File: src/rtl/pcibm_pkg.sv
package pcibm_pkg;

   localparam int NUM_WIN = 6;

   localparam logic [3:0] CMD_MEM_RD  = 4'h6;
   localparam logic [3:0] CMD_MEM_WR  = 4'h7;
   localparam logic [3:0] CMD_MEM_RDM = 4'hC;
   localparam logic [3:0] CMD_CFG_RD  = 4'hA;
   localparam logic [3:0] CMD_CFG_WR  = 4'hB;

   typedef enum logic [1:0] {
      ACC_NONE  = 2'd0,
      ACC_FWD   = 2'd1,
      ACC_LOCAL = 2'd2,
      ACC_CFG   = 2'd3
   } acc_kind_e;

   function automatic logic is_mem_cmd(input logic [3:0] c);
      return (c == CMD_MEM_RD) || (c == CMD_MEM_WR) || (c == CMD_MEM_RDM);
   endfunction

   function automatic logic is_cfg_cmd(input logic [3:0] c);
      return (c == CMD_CFG_RD) || (c == CMD_CFG_WR);
   endfunction

endpackage

File: src/rtl/pcibm_decode.sv
module pcibm_decode
   import pcibm_pkg::*;
#(
   parameter int NUM_DATA_BARS = 4
) (
   input  logic              req_valid,
   input  logic [3:0]        req_cmd,
   input  logic [NUM_WIN-1:0] req_bar,
   input  logic              mem_en,
   output acc_kind_e         kind,
   output logic [2:0]        bar_idx,
   output logic              is_wr
);

   logic [2:0] hit_idx;

   always_comb begin
      hit_idx = '0;
      for (int i = 0; i < NUM_WIN; i++) begin
         if (req_bar[i]) hit_idx = 3'(i);
      end
   end

   always_comb begin
      kind    = ACC_NONE;
      bar_idx = hit_idx;
      is_wr   = (req_cmd == CMD_MEM_WR) || (req_cmd == CMD_CFG_WR);
      if (req_valid) begin
         if (is_cfg_cmd(req_cmd)) begin
            kind = ACC_CFG;
         end else if (is_mem_cmd(req_cmd) && mem_en && $onehot(req_bar)) begin
            if (hit_idx == 3'd0)
               kind = ACC_LOCAL;
            else if (int'(hit_idx) <= NUM_DATA_BARS)
               kind = ACC_FWD;
         end
      end
   end

endmodule

File: src/rtl/pcibm_regfile.sv
module pcibm_regfile #(
   parameter int WIDTH         = 32,
   parameter int WIN_LOG2      = 16,
   parameter int NUM_DATA_BARS = 4,
   parameter int IDX_W         = 3,
   localparam int MAP_W        = WIDTH - WIN_LOG2
) (
   input  logic                              clk,
   input  logic                              rst_n,
   input  logic                              host_we,
   input  logic [IDX_W-1:0]                  host_idx,
   input  logic [WIDTH-1:0]                  host_wdata,
   output logic [WIDTH-1:0]                  host_rdata,
   input  logic                              pci_we,
   input  logic [IDX_W-1:0]                  pci_idx,
   input  logic [WIDTH-1:0]                  pci_wdata,
   output logic [WIDTH-1:0]                  pci_rdata,
   input  logic                              cfg_we,
   input  logic                              cfg_en_bit,
   output logic                              mem_en,
   output logic [NUM_DATA_BARS-1:0][MAP_W-1:0] map_hi
);

   localparam logic [IDX_W-1:0] IRQ_IDX = IDX_W'(NUM_DATA_BARS + 1);

   logic [WIDTH-1:0] irq_mask_q;
   logic             mem_en_q;

   for (genvar g = 0; g < NUM_DATA_BARS; g++) begin : g_map
      localparam logic [IDX_W-1:0] MY_IDX = IDX_W'(g + 1);
      logic [MAP_W-1:0] map_q;

      always_ff @(posedge clk or negedge rst_n) begin
         if (!rst_n)
            map_q <= '0;
         else if (host_we && host_idx == MY_IDX)
            map_q <= host_wdata[WIDTH-1:WIN_LOG2];
         else if (pci_we && pci_idx == MY_IDX)
            map_q <= pci_wdata[WIDTH-1:WIN_LOG2];
      end

      assign map_hi[g] = map_q;

      a_r10_host_wins: assert property (@(posedge clk) disable iff (!rst_n)
         (host_we && pci_we && host_idx == MY_IDX && pci_idx == MY_IDX)
         |=> (map_q == $past(host_wdata[WIDTH-1:WIN_LOG2])));

      a_r6_pci_write_lands: assert property (@(posedge clk) disable iff (!rst_n)
         (pci_we && pci_idx == MY_IDX && !(host_we && host_idx == MY_IDX))
         |=> (map_q == $past(pci_wdata[WIDTH-1:WIN_LOG2])));
   end

   always_ff @(posedge clk or negedge rst_n) begin
      if (!rst_n)
         irq_mask_q <= '0;
      else if (host_we && host_idx == IRQ_IDX)
         irq_mask_q <= host_wdata;
      else if (pci_we && pci_idx == IRQ_IDX)
         irq_mask_q <= pci_wdata;
   end

   always_ff @(posedge clk or negedge rst_n) begin
      if (!rst_n)
         mem_en_q <= 1'b0;
      else if (cfg_we)
         mem_en_q <= cfg_en_bit;
   end

   assign mem_en = mem_en_q;

   always_comb begin
      host_rdata = '0;
      pci_rdata  = '0;
      for (int i = 0; i < NUM_DATA_BARS; i++) begin
         if (host_idx == IDX_W'(i + 1)) host_rdata = {map_hi[i], {WIN_LOG2{1'b0}}};
         if (pci_idx  == IDX_W'(i + 1)) pci_rdata  = {map_hi[i], {WIN_LOG2{1'b0}}};
      end
      if (host_idx == IRQ_IDX) host_rdata = irq_mask_q;
      if (pci_idx  == IRQ_IDX) pci_rdata  = irq_mask_q;
   end

endmodule

File: src/rtl/pcibm_xlate.sv
module pcibm_xlate #(
   parameter int WIDTH         = 32,
   parameter int WIN_LOG2      = 16,
   parameter int NUM_DATA_BARS = 4,
   localparam int MAP_W        = WIDTH - WIN_LOG2
) (
   input  logic [NUM_DATA_BARS-1:0][MAP_W-1:0] map_hi,
   input  logic [2:0]                          bar_idx,
   input  logic [WIN_LOG2-1:0]                 offs,
   output logic [WIDTH-1:0]                    bus_addr
);

   logic [MAP_W-1:0] sel_hi;

   always_comb begin
      sel_hi = '0;
      for (int i = 0; i < NUM_DATA_BARS; i++) begin
         if (bar_idx == 3'(i + 1)) sel_hi = map_hi[i];
      end
   end

   assign bus_addr = {sel_hi, offs};

endmodule

File: src/rtl/pci_bar_mapper.sv
module pci_bar_mapper
   import pcibm_pkg::*;
#(
   parameter int WIDTH         = 32,
   parameter int WIN_LOG2      = 16,
   parameter int NUM_DATA_BARS = 4,
   parameter int IDX_W         = 3
) (
   input  logic                clk,
   input  logic                rst_n,
   input  logic                req_valid,
   input  logic [3:0]          req_cmd,
   input  logic [5:0]          req_bar,
   input  logic [WIN_LOG2-1:0] req_offs,
   input  logic [WIDTH-1:0]    req_wdata,
   input  logic                host_we,
   input  logic [IDX_W-1:0]    host_idx,
   input  logic [WIDTH-1:0]    host_wdata,
   output logic [WIDTH-1:0]    host_rdata,
   output logic                claim,
   output logic                fwd_valid,
   output logic                fwd_write,
   output logic [WIDTH-1:0]    fwd_addr,
   output logic                loc_rvalid,
   output logic [WIDTH-1:0]    loc_rdata
);

   localparam int MAP_W = WIDTH - WIN_LOG2;
   localparam logic [5:0] CFG_EN_DW = 6'd1;

   if (WIN_LOG2 < 8 || WIN_LOG2 >= WIDTH) begin : g_chk_win
      $error("WIN_LOG2 must lie in [8, WIDTH-1]");
   end
   if (NUM_DATA_BARS < 1 || NUM_DATA_BARS > 4) begin : g_chk_bars
      $error("NUM_DATA_BARS must lie in [1, 4]");
   end
   if ((NUM_DATA_BARS + 1) >= (1 << IDX_W) || IDX_W > WIN_LOG2 - 2) begin : g_chk_idx
      $error("IDX_W too narrow for the register file or too wide for the window");
   end

   acc_kind_e                        kind;
   logic [2:0]                       bar_idx;
   logic                             is_wr;
   logic                             mem_en;
   logic [NUM_DATA_BARS-1:0][MAP_W-1:0] map_hi;
   logic [WIDTH-1:0]                 pci_rdata;
   logic [WIDTH-1:0]                 bus_addr;
   logic [IDX_W-1:0]                 pci_idx;
   logic                             cfg_hit_en;
   logic                             pci_we;
   logic                             cfg_we;

   pcibm_decode #(
      .NUM_DATA_BARS(NUM_DATA_BARS)
   ) u_decode (
      .req_valid(req_valid),
      .req_cmd  (req_cmd),
      .req_bar  (req_bar),
      .mem_en   (mem_en),
      .kind     (kind),
      .bar_idx  (bar_idx),
      .is_wr    (is_wr)
   );

   assign pci_idx    = req_offs[IDX_W+1:2];
   assign cfg_hit_en = (req_offs[7:2] == CFG_EN_DW);
   assign pci_we     = (kind == ACC_LOCAL) && is_wr;
   assign cfg_we     = (kind == ACC_CFG) && is_wr && cfg_hit_en;

   pcibm_regfile #(
      .WIDTH        (WIDTH),
      .WIN_LOG2     (WIN_LOG2),
      .NUM_DATA_BARS(NUM_DATA_BARS),
      .IDX_W        (IDX_W)
   ) u_regs (
      .clk       (clk),
      .rst_n     (rst_n),
      .host_we   (host_we),
      .host_idx  (host_idx),
      .host_wdata(host_wdata),
      .host_rdata(host_rdata),
      .pci_we    (pci_we),
      .pci_idx   (pci_idx),
      .pci_wdata (req_wdata),
      .pci_rdata (pci_rdata),
      .cfg_we    (cfg_we),
      .cfg_en_bit(req_wdata[1]),
      .mem_en    (mem_en),
      .map_hi    (map_hi)
   );

   pcibm_xlate #(
      .WIDTH        (WIDTH),
      .WIN_LOG2     (WIN_LOG2),
      .NUM_DATA_BARS(NUM_DATA_BARS)
   ) u_xlate (
      .map_hi  (map_hi),
      .bar_idx (bar_idx),
      .offs    (req_offs),
      .bus_addr(bus_addr)
   );

   logic [WIDTH-1:0] cfg_rdata;
   always_comb begin
      cfg_rdata = '0;
      if (cfg_hit_en) cfg_rdata[1] = mem_en;
   end

   always_ff @(posedge clk or negedge rst_n) begin
      if (!rst_n) begin
         claim      <= 1'b0;
         fwd_valid  <= 1'b0;
         fwd_write  <= 1'b0;
         fwd_addr   <= '0;
         loc_rvalid <= 1'b0;
         loc_rdata  <= '0;
      end else begin
         claim      <= (kind != ACC_NONE);
         fwd_valid  <= (kind == ACC_FWD);
         loc_rvalid <= ((kind == ACC_LOCAL) || (kind == ACC_CFG)) && !is_wr;
         if (kind == ACC_FWD) begin
            fwd_addr  <= bus_addr;
            fwd_write <= is_wr;
         end
         if (kind == ACC_LOCAL && !is_wr)
            loc_rdata <= pci_rdata;
         else if (kind == ACC_CFG && !is_wr)
            loc_rdata <= cfg_rdata;
      end
   end

   a_r2_disabled_silent: assert property (@(posedge clk) disable iff (!rst_n)
      (req_valid && !mem_en && is_mem_cmd(req_cmd)) |=> (!claim && !fwd_valid));

   a_r3_fwd_is_claimed: assert property (@(posedge clk) disable iff (!rst_n)
      fwd_valid |-> claim);

   a_r4_low_bits_pass: assert property (@(posedge clk) disable iff (!rst_n)
      fwd_valid |-> (fwd_addr[WIN_LOG2-1:0] == $past(req_offs)));

   a_r5_bad_cmd_ignored: assert property (@(posedge clk) disable iff (!rst_n)
      (req_valid && !is_mem_cmd(req_cmd) && !is_cfg_cmd(req_cmd)) |=> (!claim && !fwd_valid));

   a_r6_win0_local: assert property (@(posedge clk) disable iff (!rst_n)
      (req_valid && mem_en && is_mem_cmd(req_cmd) && req_bar == 6'b000001) |=> (claim && !fwd_valid));

   a_r7_win5_silent: assert property (@(posedge clk) disable iff (!rst_n)
      (req_valid && is_mem_cmd(req_cmd) && req_bar == 6'b100000) |=> (!claim && !fwd_valid));

   a_r8_cfg_local: assert property (@(posedge clk) disable iff (!rst_n)
      (req_valid && is_cfg_cmd(req_cmd)) |=> (claim && !fwd_valid));

   a_r11_multi_hit: assert property (@(posedge clk) disable iff (!rst_n)
      (req_valid && is_mem_cmd(req_cmd) && $countones(req_bar) > 1) |=> (!claim && !fwd_valid));

endmodule

File: config.mk
export PLATFORM = sky130hd
export DESIGN_NAME = pci_bar_mapper
export DESIGN_NICKNAME = d
export VERILOG_FILES = /design/src/rtl/pcibm_pkg.sv /design/src/rtl/pcibm_decode.sv /design/src/rtl/pcibm_regfile.sv /design/src/rtl/pcibm_xlate.sv /design/src/rtl/pci_bar_mapper.sv
export SDC_FILE = /design/constraint.sdc
export NUM_CORES = 1
export LEC_CHECK = 0
export ABC_AREA = 1
export BUFFER_PORTS_ARGS = -buffer_cell sky130_fd_sc_hd__buf_4
export CORE_MARGIN = 2
export CORE_UTILIZATION = 33
export CTS_CLUSTER_SIZE = 12
export DETAILED_ROUTE_END_ITERATION = 10
export HOLD_SLACK_MARGIN = 0.06
export MAX_ROUTING_LAYER = met4
export PLACE_DENSITY = 0.63
export SYNTH_ARGS = -nofsm -noshare
export SYNTH_HDL_FRONTEND = slang
export SYNTH_SLANG_ARGS = --single-unit
File: constraint.sdc
create_clock -name clk -period 2.4 [get_ports clk]
set_clock_uncertainty 0.05 [all_clocks]
set_input_delay 0.72 -clock clk [delete_from_list [all_inputs] [get_ports clk]]
set_output_delay 0.72 -clock clk [all_outputs]
set_load 0.03 [all_outputs]
# --- Yosys cells after proc, flatten, opt, wreduce, memory -nomap -nowiden ---
# Index checks and enable logic that the tools add are counted.
# Widths: inputs -> output; s select.
word_totals:
  mem_bits_rw: 0
  n_memories: 0
  rom_bits: 0
  latch_bits: 0
  ff_bits: 165
classes:
  n_reduce_logical: 32
  n_addsub: 5
  multipliers: 0
  magnitude_cmp: 1
  n_eq_ne: 24
  n_mux: 37
  bitwise: 0
  n_shift: 0
  div_mod_pow: 0
ops:
  columns: ["cell", "n"]
  rows:
  - ["$mux 32", 14]
  - ["$mux 16", 12]
  - ["$eq 3x2->1 const B", 6]
  - ["$logic_and 1x1->1", 18]
  - ["$eq 3x3->1 const B", 5]
  - ["$reduce_bool 2->1", 7]
  - ["$eq 3x1->1 const B", 4]
  - ["$eq 4x4->1 const B", 3]
  - ["$mux 2", 6]
  - ["$eq 4x3->1 const B", 2]
  - ["$add 1x1->2", 3]
  - ["$add 3x3->3", 2]
  - ["$eq 6x1->1 const B", 1]
  - ["$mux 3", 2]
  - ["$logic_or 1x1->1", 5]
  - ["$eq 2x2->1 const B", 2]
  - ["$le 3x3->1 const B", 1]
  - ["$logic_not 3->1", 1]
  - ["$mux 1", 3]
  - ["$eq 2x1->1 const B", 1]
  - ["$logic_not 1->1", 1]

# --- Depth between registers and ports, before layout ---
logic_depth:
  ltp_word: 16
  depth_mapped: 19
  mapped_depth_nobuf: 18

# --- Modules after synthesis ---
# From an unflattened synthesis, not the netlist that was laid out.
unflattened:
  cells_unflattened: 1471
  hier_area_um2: 10446.3
by_module_without_submodules:
  columns: ["mod", "seq_area_each_um2", "cells_per_inst", "area_per_inst_um2", "instances"]
  rows:
  - ["pcibm_regfile", 2427.3, 1018, 6682.7, 1]
  - ["pci_bar_mapper", 1701.6, 299, 2755.1, 1]
  - ["pcibm_xlate", 0.0, 121, 779.5, 1]
  - ["pcibm_decode", 0.0, 33, 229.0, 1]

# --- Worst setup path before layout ---
# No wires, ideal clock.
synth_path:
  path_kind: "input to register"
  startpoint: "in req_bar[2]"
  endpoint: "reg u_regs.g_map[0].map_q[10]"
  slack_ns: -0.687
  stages: 15
  required_time_ns: 2.233
  setup_ns: 0.117
  t_arrival_ns: 2.920
  n_path_buf: 1
  path_cell_list: "inv_1 > ha_1 > inv_1 > fa_1 > inv_1 > ha_1 > inv_1 > nand3_1 > nor2_2 > nand3_2 > a21oi_4 > nand4_4 > buf_2 > nand3_1 > nand2_1"
synth_between:
  elab_chain_cells: 14
  word_cells_on_any_way: 20
  classes_between: "add/sub: 3; order compare: 1; eq/ne: 2; mux: 9; reduce/logical: 5"
synth_rtl:
  columns: ["element", "line_no", "rtl"]
  rows:
  - ["start, declared", "pci_bar_mapper.sv:13", "input logic [5:0] req_bar,"]
  - ["branches (longest 7 deep; another with $add 3x3->3)", null, null]
  - ["$mux 2 *", "pcibm_decode.sv:31", "end else if (is_mem_cmd(req_cmd) && mem_en && $onehot(req_bar)) begin"]
  - ["$mux 2 *", "pcibm_decode.sv:29", "if (is_cfg_cmd(req_cmd)) begin"]
  - ["$mux 2 *", "pcibm_decode.sv:28", "if (req_valid) begin"]
  - ["$eq 2x2->1 *", "pci_bar_mapper.sv:67", "assign pci_we = (kind == ACC_LOCAL) && is_wr;"]
  - ["$logic_and 1x1->1 *", "pci_bar_mapper.sv:67", null]
  - ["$logic_and 1x1->1 *", "pcibm_regfile.sv:38", "else if (pci_we && pci_idx == MY_IDX)"]
  - ["$reduce_bool 2->1 (no source line) *", null, null]
  - ["end signal, assigned", "pcibm_regfile.sv:37", "map_q <= host_wdata[WIDTH-1:WIN_LOG2];"]
  - ["end signal, assigned", "pcibm_regfile.sv:39", "map_q <= pci_wdata[WIDTH-1:WIN_LOG2];"]
  - ["end, declared", "pcibm_regfile.sv:31", "logic [MAP_W-1:0] map_q;"]
# Every way passes the cells marked *.
# A chain may end at the register's enable or synchronous reset.

# --- Worst setup path in the final report ---
layout_path:
  startpoint: "in req_bar[3]"
  endpoint: "reg u_regs.g_map[1].map_q[9]"
layout_between:
  elab_chain_cells: 13
  word_cells_on_any_way: 19
  classes_between: "add/sub: 3; order compare: 1; eq/ne: 2; mux: 8; reduce/logical: 5"
layout_rtl:
  columns: ["element", "line_no"]
  rows:
  - ["branches (longest 6 deep; another with $add 3x3->3)", null]
  - ["$mux 2 *", "pcibm_decode.sv:31"]
  - ["$mux 2 *", "pcibm_decode.sv:29"]
  - ["$mux 2 *", "pcibm_decode.sv:28"]
  - ["$eq 2x2->1 *", "pci_bar_mapper.sv:67"]
  - ["$logic_and 1x1->1 *", "pci_bar_mapper.sv:67"]
  - ["$logic_and 1x1->1 *", "pcibm_regfile.sv:38"]
  - ["$reduce_bool 2->1 (no source line) *", null]
  - ["end signal, assigned", "pcibm_regfile.sv:37"]
  - ["end signal, assigned", "pcibm_regfile.sv:39"]
  - ["end, declared", "pcibm_regfile.sv:31"]
# Marked as above.

==> results.md <==
* Run status: complete, but fails checks
* Failing checks: negative setup slack
* Worst slew pin tran at 0.481 ns
* Site Rows at 62
* DR WL/cell at around 18 um
* Vias in the first global route at 9,837
* Maximum vdd ir drop at 508 uV
* Antenna-violating nets left at 0
* Nets@finish at 1,732
* Fin crit share at 118%
* Synth unique cells at 34
* Clock-pin slew on the worst setup and hold paths at approximately 0.07 ns
* CP Class: in2reg
* Sw power at 0.00348 W
* Largest net degree at the start of global routing at 51
* GRT Overall Usage at between 20% and 30%
* H-tree levels at 4
* # diodes at 0
* Initial antenna violation count at 1
* Starting Density at 33.7%
* Share of the yosys chip area belonging to registers at 42.6%
* Crit path cell chain: buf_8 -> ha_4 -> fa_1 -> ha_1 -> inv_1 -> nand3_2 -> nor2_4 -> nand3_4 -> a21oi_4 -> buf_12 -> nand4_4 -> buf_6 -> nand2_8 -> nand2_2 -> nand2_1
* CP Launch Type: input port
* R2r endpoint: u_regs.g_map[1].map_q[9]
* Critical path data required time at between 2 and 3 ns
* Sw Share at 37.5%
* Final WS setup at -0.430 ns
* First-pass GRT wire length at 56.7 mm
* Critical Path AT at 3.15 ns
* Reg2Reg Setup Slack at 0.56 ns
* Leakage at 7.51 nW
* Die Y at 175 um
* WL met3 at 2.72 mm
* Power share of the clock group at 29.6%
* RSZ-0062 raised after global routing: true
* Min Tclk post-route at 2.83 ns
* Root buffer cell: clkbuf_16
* Yosys reg bits at 165
* # setup viols final at 196
* Number of iterations in the first detailed-routing pass at 5
* Core ar. at 0.0288 mm^2
* Initial DRC Count at 940
* Synth Area per Inst at 7.13 um^2
* Yosys warns at 0
* Final slew viol count at 0
* Layout cells sized above 1 at 36.3%
* Via count at 10,300
* Rel. slew slack at 67.9%
* Placed cells at 1,945
* HP Class: in2async
* Internal power at slightly below 0.006 W
* Hold Vio Cnt, Final at 0
* Combinational power share at about 29%
* Vias/cell at roughly 5
* GPL Wtd Cong at 0.893
* CP max stage delay at 0.56 ns
* Syn nets at 1,465
* Tot Pwr at 0.00929 W
* Die area at between 0.03 and 0.04 mm^2
* Fin cells at 2,022
* F_max at 353 MHz
* RR Startpoint: u_regs.mem_en
* Slowest cell on crit path: fa_1
* Routed Wire Length at between 30 and 40 mm
* Cell count after synthesis at 1,358
* IO Port Bufs at 196
* Worst-path maximum fanout at 8
* Worst skew pair latency at 0.44 ns
* Metal2 WL at 16.9 mm
* IO Count at about 200
* Layout area overhead at 52.9%
* Final core utilization at between 50% and 60%
* WHS at between 0.15 and 0.2 ns
* Cell Area, Synth at 0.00969 mm^2
* TritonCTS clock tree: yes
* CTS buffer count at 17
* Clock Path Buffers at 2
* Top Layer Used: met4
* Max Cap Viol at 0
* DRC at 0
* CP Capture Type: flop
* Die Width at between 150 and 200 um
* Pwr Density at 627 mW/mm^2
* CTS Sinks at around 170
* Worst reg2reg path depth at 10
* Grt ovf at 0
* Wire length on met1 at 16.3 mm
* Register share of total power at 41.8%
* Final HPWL DP at 25.7 mm
* Worst slack at placement at -0.861 ns
cells by family after synthesis:
group,synth area share [%]
simple gates,32.2
compound gates,13.3
buf+inv,8.66
flops,42.6
mux,1.74
fa+ha+maj,1.45
metal layers:
metal,vias to the layer above,global-route usage [%]
met5,-,-
met4,0,7.29
met3,51,4.63
met2,443,36.5
met1,4885,33.4
li1,4941,-
final cells by class:
cell class | instances | area, um^2
inverters | 122 | 508
flip-flops and latches | 165 | 4130
fillers | 2691 | 14000
repair inverters | 4 | 47.5
clock inverters | 14 | 138
clock buffers | 18 | 429
well taps | 384 | 480
multi-input cells | 994 | 5900
repair buffers | 321 | 3170
worst max path at each step:
stage	slack, ns	end	from
final	-0.43	u_regs.g_map[1].map_q[9]	req_bar[3]
after detailed placement	-0.86	fwd_addr[29]	req_bar[1]
after global placement	-0.84	u_regs.g_map[1].map_q[10]	req_bar[1]
after global routing	-0.52	fwd_addr[3]	req_bar[3]
after CTS	-0.33	u_regs.g_map[1].map_q[12]	req_bar[1]
after floorplan	-0.58	u_regs.g_map[0].map_q[10]	req_bar[0]
cell usage after synthesis, drive strengths merged:
| library cell | n | share of area (%) |
|---|---|---|
| nor4 | 1 | 0.065 |
| nor2 | 49 | 2.0 |
| a41oi | 2 | 0.18 |
| nand4 | 5 | 1.1 |
| o211ai | 9 | 0.70 |
| dfrtp | 165 | 43 |
| a21oi | 50 | 2.7 |
| clkbuf | 34 | 1.3 |
| mux2 | 15 | 1.7 |
| fa | 2 | 0.41 |
| buf | 44 | 2.6 |
| a221oi | 14 | 1.3 |
| nor3 | 14 | 0.89 |
| ha | 8 | 1.0 |
| nand2 | 536 | 21 |
| inv | 122 | 4.7 |
| or2 | 2 | 0.13 |
| o21ai | 134 | 6.9 |
| nand3 | 129 | 6.7 |
| o22ai | 20 | 1.3 |
| o221ai | 3 | 0.27 |
cells in the final DEF, fill, tap and decap left out, types with 4 or more instances in the layout:
master,n
a21oi_1,47
a221oi_2,8
a221oi_4,6
buf_12,30
buf_16,6
buf_4,224
buf_6,53
buf_8,7
clkbuf_16,18
clkinv_4,4
dfrtp_1,165
ha_4,5
inv_1,105
inv_2,7
inv_4,5
inv_6,7
inv_8,6
mux2_2,15
nand2_1,474
nand2_2,48
nand2_4,9
nand2_8,6
nand3_1,56
nand3_2,71
nand4_4,5
nor2_1,23
nor2_4,23
nor3_1,11
o211ai_1,9
o21ai_0,125
o21ai_1,7
o22ai_1,16
o22ai_4,4
registers in the layout, summed over array words and instances (netlist names):
register and flops:
fwd_addr 32, loc_rvalid 1, fwd_write 1, u_regs.mem_en 1, claim 1, loc_rdata 32
fwd_valid 1, u_regs.g_map.map_q 64, u_regs.irq_mask_q 32
timing repair:
item                                    CTS  global route
endpoints found under the setup margin  196           197
hold buffers                              0             0
cloned                                   13             3
hold endpoints to repair                  0             0
pin swaps                                51            53
gates resized for setup                 210            63
buffers inserted                         22            12
through the flow:
step                setup TNS, ns  instance area (um^2)
finish                     -65.79                 14800
floorplan                  -86.03                 10300
CTS                        -52.31                 14500
global placement          -136.38                 12600
global route               -82.30                 14800
detailed placement        -136.71                 12600
power by group through the flow:
stage | logic [W] | registers (W) | clock network, W
after global routing | 0.00289 | 0.00394 | 0.00289
final | 0.00266 | 0.00389 | 0.00275
after floorplan | 0.00114 | 0.00395 | 0
after CTS | 0.00259 | 0.00383 | 0.00279
after global placement | 0.00237 | 0.00382 | 0
after detailed placement | 0.00240 | 0.00383 | 0
worst max-delay path: cells and delay by family:
family | cells | cell delay, ns
fa+ha+maj | 3 | 0.94
buf+inv | 4 | 0.53
simple gates | 7 | 0.73
compound gates | 1 | 0.22
(Power assumes the default switching activity.)
